`src/rtl/sdram_cmd_pkg.sv`:
```
package sdram_cmd_pkg;
  // Command pins packed as {cs_n, ras_n, cas_n, we_n}
  typedef enum logic [3:0] {
    CMD_NOP   = 4'b0111,
    CMD_ACT   = 4'b0011,
    CMD_READ  = 4'b0101,
    CMD_WRITE = 4'b0100
  } sd_cmd_e;

  localparam int AUTO_PRE_BIT = 10;
endpackage

```
`src/rtl/sdram_shift_timer.sv`:
```
module sdram_shift_timer #(
  parameter int          W    = 4,
  parameter logic [W-1:0] LOAD = '1
) (
  input  logic         clk,
  input  logic         rst_n,
  input  logic         load,
  output logic [W-1:0] q
);
  logic [W-1:0] q_d;
  logic         en;

  assign en = load | (|q);

  always_comb begin
    if (load) q_d = LOAD;
    else      q_d = q >> 1;
  end

  always_ff @(posedge clk or negedge rst_n) begin
    if (!rst_n)  q <= '0;
    else if (en) q <= q_d;
  end
endmodule

```
`src/rtl/sdram_req_capture.sv`:
```
module sdram_req_capture #(
  parameter int AW = 22
) (
  input  logic          clk,
  input  logic          rst_n,
  input  logic          take,
  input  logic          wr_in,
  input  logic [AW-1:0] addr_in,
  output logic          wr_q,
  output logic [AW-1:0] addr_q
);
  logic          wr_d;
  logic [AW-1:0] addr_d;

  always_comb begin
    wr_d   = wr_q;
    addr_d = addr_q;
    if (take) begin
      wr_d   = wr_in;
      addr_d = addr_in;
    end
  end

  always_ff @(posedge clk or negedge rst_n) begin
    if (!rst_n) begin
      wr_q   <= 1'b0;
      addr_q <= '0;
    end else begin
      wr_q   <= wr_d;
      addr_q <= addr_d;
    end
  end
endmodule

```
`src/rtl/sdram_cmd_drive.sv`:
```
module sdram_cmd_drive
  import sdram_cmd_pkg::*;
#(
  parameter int BANK_W = 2,
  parameter int ROW_W  = 12,
  parameter int COL_W  = 8,
  parameter int A_W    = 12,
  parameter int TRCD   = 2,
  parameter int BURST  = 4,
  parameter int OPC    = 9
) (
  input  logic              act_stb,
  input  logic              cas_stb,
  input  logic              wr,
  input  logic [BANK_W-1:0] bank,
  input  logic [ROW_W-1:0]  row,
  input  logic [COL_W-1:0]  col,
  input  logic [OPC-1:0]    dur,
  output sd_cmd_e           cmd,
  output logic [BANK_W-1:0] ba,
  output logic [A_W-1:0]    a,
  output logic              oe
);
  localparam int OE_START_BIT = OPC - TRCD;
  localparam int OE_END_BIT   = OPC - TRCD - BURST;

  logic [A_W-1:0] col_word;

  always_comb begin
    col_word = A_W'(col);
    col_word[AUTO_PRE_BIT] = 1'b1;
  end

  always_comb begin
    cmd = CMD_NOP;
    ba  = '0;
    a   = '0;
    if (act_stb) begin
      cmd = CMD_ACT;
      ba  = bank;
      a   = A_W'(row);
    end else if (cas_stb) begin
      cmd = wr ? CMD_WRITE : CMD_READ;
      ba  = bank;
      a   = col_word;
    end
  end

  // Thermometer position selects the write data beats
  assign oe = wr & ~dur[OE_START_BIT] & dur[OE_END_BIT];
endmodule

```
`src/rtl/sdram_cmd_timer.sv`:
```
module sdram_cmd_timer
  import sdram_cmd_pkg::*;
#(
  parameter int BANK_W = 2,
  parameter int ROW_W  = 12,
  parameter int COL_W  = 8,
  parameter int A_W    = 12,
  parameter int TRCD   = 2,
  parameter int BURST  = 4,
  parameter int TAIL   = 3
) (
  input  logic                          clk,
  input  logic                          rst_n,
  input  logic                          req_valid,
  input  logic                          req_write,
  input  logic [BANK_W+ROW_W+COL_W-1:0] req_addr,
  output logic                          busy,
  output logic                          cmd_cs_n,
  output logic                          cmd_ras_n,
  output logic                          cmd_cas_n,
  output logic                          cmd_we_n,
  output logic [BANK_W-1:0]             sd_ba,
  output logic [A_W-1:0]                sd_a,
  output logic                          wr_oe
);
  localparam int AW  = BANK_W + ROW_W + COL_W;
  localparam int OPC = TRCD + BURST + TAIL;
  localparam int CW  = TRCD + 1;

  logic          accept;
  logic          wr_q;
  logic [AW-1:0] addr_q;
  logic [0:0]    act_q;
  logic [CW-1:0] cas_q;
  logic [OPC-1:0] dur_q;
  sd_cmd_e       cmd;

  assign busy   = dur_q[0];
  assign accept = req_valid & ~busy;

  sdram_req_capture #(.AW(AW)) u_cap (
    .clk(clk), .rst_n(rst_n), .take(accept),
    .wr_in(req_write), .addr_in(req_addr),
    .wr_q(wr_q), .addr_q(addr_q)
  );

  sdram_shift_timer #(.W(1), .LOAD(1'b1)) u_act_tmr (
    .clk(clk), .rst_n(rst_n), .load(accept), .q(act_q)
  );

  sdram_shift_timer #(.W(CW), .LOAD(CW'(1) << TRCD)) u_cas_tmr (
    .clk(clk), .rst_n(rst_n), .load(accept), .q(cas_q)
  );

  sdram_shift_timer #(.W(OPC), .LOAD({OPC{1'b1}})) u_dur_tmr (
    .clk(clk), .rst_n(rst_n), .load(accept), .q(dur_q)
  );

  sdram_cmd_drive #(
    .BANK_W(BANK_W), .ROW_W(ROW_W), .COL_W(COL_W), .A_W(A_W),
    .TRCD(TRCD), .BURST(BURST), .OPC(OPC)
  ) u_drv (
    .act_stb(act_q[0]),
    .cas_stb(cas_q[0]),
    .wr(wr_q),
    .bank(addr_q[AW-1 -: BANK_W]),
    .row(addr_q[COL_W +: ROW_W]),
    .col(addr_q[COL_W-1:0]),
    .dur(dur_q),
    .cmd(cmd),
    .ba(sd_ba),
    .a(sd_a),
    .oe(wr_oe)
  );

  assign {cmd_cs_n, cmd_ras_n, cmd_cas_n, cmd_we_n} = cmd;
endmodule

```
`config.mk`:
```
export PLATFORM = sky130hd
export DESIGN_NAME = sdram_cmd_timer
export DESIGN_NICKNAME = d
export VERILOG_FILES = /design/src/rtl/sdram_cmd_pkg.sv /design/src/rtl/sdram_shift_timer.sv /design/src/rtl/sdram_req_capture.sv /design/src/rtl/sdram_cmd_drive.sv /design/src/rtl/sdram_cmd_timer.sv
export SDC_FILE = /design/constraint.sdc
export NUM_CORES = 1
export LEC_CHECK = 0
export ABC_AREA = 0
export CAP_MARGIN = 20
export CORE_UTILIZATION = 41
export DETAILED_ROUTE_END_ITERATION = 6
export MAX_ROUTING_LAYER = met4
export PLACE_DENSITY = 0.84
export RECOVER_POWER = 25
export SYNTH_ARGS = -nofsm -noshare
export SYNTH_HDL_FRONTEND = slang
export SYNTH_HIERARCHICAL = 1
export SYNTH_SLANG_ARGS = --single-unit
```
`constraint.sdc`:
```
create_clock -name clk -period 1.15 [get_ports clk]
set_input_delay 0.23 -clock clk [delete_from_list [all_inputs] [get_ports clk]]
set_output_delay 0.23 -clock clk [all_outputs]
set_load 0.02 [all_outputs]
```
==> impl_metrics.json <==
{
  "synth_top_area_share_pct": 62.55,
  "synth_top_family_by_area": "multiplexers",
  "hold_class": "register to register",
  "slew_violations": 0,
  "via_per_inst": 4.903,
  "synth_mux_area_share_pct": 17.98,
  "min_from": "u_dur_tmr/q[2]$_DFFE_PN0P_",
  "layout-drive-gt1-share_pct": 51.25,
  "hold_depth": 1,
  "setup_viol": 42,
  "synth_nets": 124,
  "synth_compound_area_share_pct": 6.429,
  "ys.warnings.count": 6,
  "synth.avg_cell_area_um2": 14.70,
  "drcViolationCount": 0,
  "clkTransAtPathRegs_ps": 110,
  "grt_max_degree": 37,
  "clock_sinks": 36,
  "gr-total-overflow": 0,
  "endpoint_kind": "output port",
  "row_count": 21,
  "grt_usage_pct": 22.48,
  "h-tree-depth": 2,
  "globalplace.congestion": 0.6613,
  "final_hold_viol_count": 0,
  "maxCapViolCount": 0,
  "clk_latency_ps": 350,
  "die-area_mm2": 0.003753,
  "post_drt_wl_per_cell_um": 17.27,
  "clockBufferDepth": 2,
  "hold_ws_ps": 450.5,
  "dr.pass1.iters": 6,
  "reg2regPathDepth": 3,
  "worstReg2RegEnd": "u_cap/addr_q[1]$_DFFE_PN0P_",
  "failed_checks": "negative setup slack",
  "grt_pass1_vias": 1084,
  "dp.final_hpwl_um": 1976,
  "crit_path_start": "u_cas_tmr/q[0]$_DFFE_PN0P_",
  "start_util_pct": 42.82,
  "yosys-top-cells-area": "dfrtp_1, mux2_2, a22o_1",
  "io_pins": 46,
  "yosys.area_share.simple_pct": 8.080,
  "dp_cells": 189,
  "die_width_um": 61.27,
  "status": "finished with violations",
  "vias": 1010,
  "rsz0062_at_grt": "yes",
  "portBuffers": 44,
  "fmax_mhz": 627.9,
  "layout_setup_ws_ps": -442.5,
  "whs_endpoint": "u_dur_tmr/q[1]$_DFFE_PN0P_",
  "fin_skew_ps": 8.143,
  "ys_seq_area_share_pct": 62.55,
  "root_buffer": "clkbuf_4",
  "cts_tree": "done",
  "die_y_um": 61.27,
  "critPathLaunchType": "register",
  "numCtsBuffers": 5,
  "worstPathMaxFanout": 6,
  "design.core.area_mm2": 0.003363,
  "antenna_found_initial": 0,
  "post-route-util_pct": 68.19,
  "diodes": 0,
  "ys_types": 17,
  "peakVddDrop_uv": 1327,
  "synth-seq-cells": 36,
  "synthCells": 98,
  "p_leak_nw": 1.093,
  "period_minus_slack_ps": 1593,
  "rrSetupSlack_ps": -160,
  "synthAdderAreaFrac_pct": 0,
  "netlist.top_cell.by_area": "dfrtp_1",
  "synth_xor_area_share_pct": 0,
  "reg2reg_from": "u_dur_tmr/q[0]$_DFFE_PN0P_",
  "final-instance-count-excl-fill": 206,
  "area_delta_synth_final_pct": 59.25,
  "grt_pass1_wl_um": 5437,
  "worstPathRequired_ps": 920,
  "crit_type": "register to output port",
  "crit_arrival_ps": 1360,
  "fin_crit_sh_pct": 138.5,
  "netlist_area_mm2": 0.001440,
  "routed_wl_um": 3558,
  "power-per-cell-area_mw_per_mm2": 2583,
  "nets": 185,
  "postRouteAntennaNets": 0,
  "drt_iter0_markers": 15
}
==> state kept, by name, indices dropped and copies added (netlist names) <==
register      cells
u_cap/addr_q     22
u_dur_tmr/q       9
u_cas_tmr/q       3
u_act_tmr/q       1
u_cap/wr_q        1
==> worst max-delay path, stage by stage, from the launching register on <==
cell and delay, ps:
dfrtp_1 400, nor2b_4 140, buf_6 130, a22o_4 210, buf_6 130
==> timing repair <==
item,4_1_cts,5_1_grt
gates resized for setup,133,8
setup buffers,5,1
cloned,2,2
pin swaps,1,6
hold buffers,1,0
endpoints found under the hold margin,36,0
endpoints found under the setup margin,42,49
==> power by group <==
group	total [mW]	internal, mW	switching, mW
sequential	2.26	1.87	0.393
combinational	2.76	1.72	1.04
clock	0.904	0.453	0.451
==> worst max path at each step <==
stage          slack (ps)  depth (start not counted)                     endpoint
2_1_floorplan        -210                          3  u_cap/addr_q[0]$_DFFE_PN0P_
3_3_place_gp         -490                          4                      sd_a[5]
3_5_place_dp         -500                          4                      sd_a[5]
4_1_cts              -450                          4                      sd_a[1]
5_1_grt              -490                          4                      sd_a[7]
6_report             -440                          4                      sd_a[5]
==> cells by family after synthesis <==
logic type,after synthesis
other cells,1
compound gates,11
simple gates,17
buf+inv,10
flops,36
mux,23
==> area by class of cell <==
class                           instances  area (um2)
Fill cell                             252        1070
Sequential cell                        36       903.4
Multi-Input combinational cell         52       631.9
Timing Repair Buffer                   62       613.1
Tap cell                               46       57.56
Clock inverter                          3       42.54
Clock buffer                            5       37.54
Inverter                                2       7.507
==> per-stage QoR <==
stage | setup slack [ps] | TNS [ps] | area [um2] | power (mW)
5_1_grt | -493.9 | -12370 | 2293 | 6.236
2_1_floorplan | -207.1 | -4339 | 1504 | 3.529
4_1_cts | -450.5 | -10210 | 2307 | 5.934
3_3_place_gp | -489.1 | -17620 | 2029 | 4.286
6_report | -442.5 | -9992 | 2293 | 5.925
3_5_place_dp | -496.1 | -18720 | 2029 | 4.386
==> synthesized netlist by cell type (all sizes together) <==
master  number
a21o         1
dfrtp       36
o21a         2
conb         1
clkbuf       3
and3b        1
nand2        1
nor2b        4
inv          2
or2          8
and2         3
a22o         8
mux2        23
buf          5
==> cells in the final DEF (no fill, tap or decap), types with 2 or more instances in the layout <==
cell type and count:
dfrtp_1 34, clkdlybuf4s50_1 24, mux2_4 23, buf_6 18, buf_4 9, or2_1 8
a22o_4 7, clkbuf_4 6, buf_2 6, nor2b_4 3, and2_1 3, buf_8 2
dfrtp_2 2, o21a_1 2, inv_2 2
==> layer usage <==
| layer | up-vias | wire (um) | track usage, % |
|---|---|---|---|
| met4 | 0 | 67 | 10.71 |
| li1 | 450 | - | - |
| met5 | - | 0 | - |
| met2 | 32 | 1850 | 35.87 |
| met3 | 7 | 156 | 4.832 |
| met1 | 521 | 1483 | 27.18 |
(Power assumes the default switching activity.)
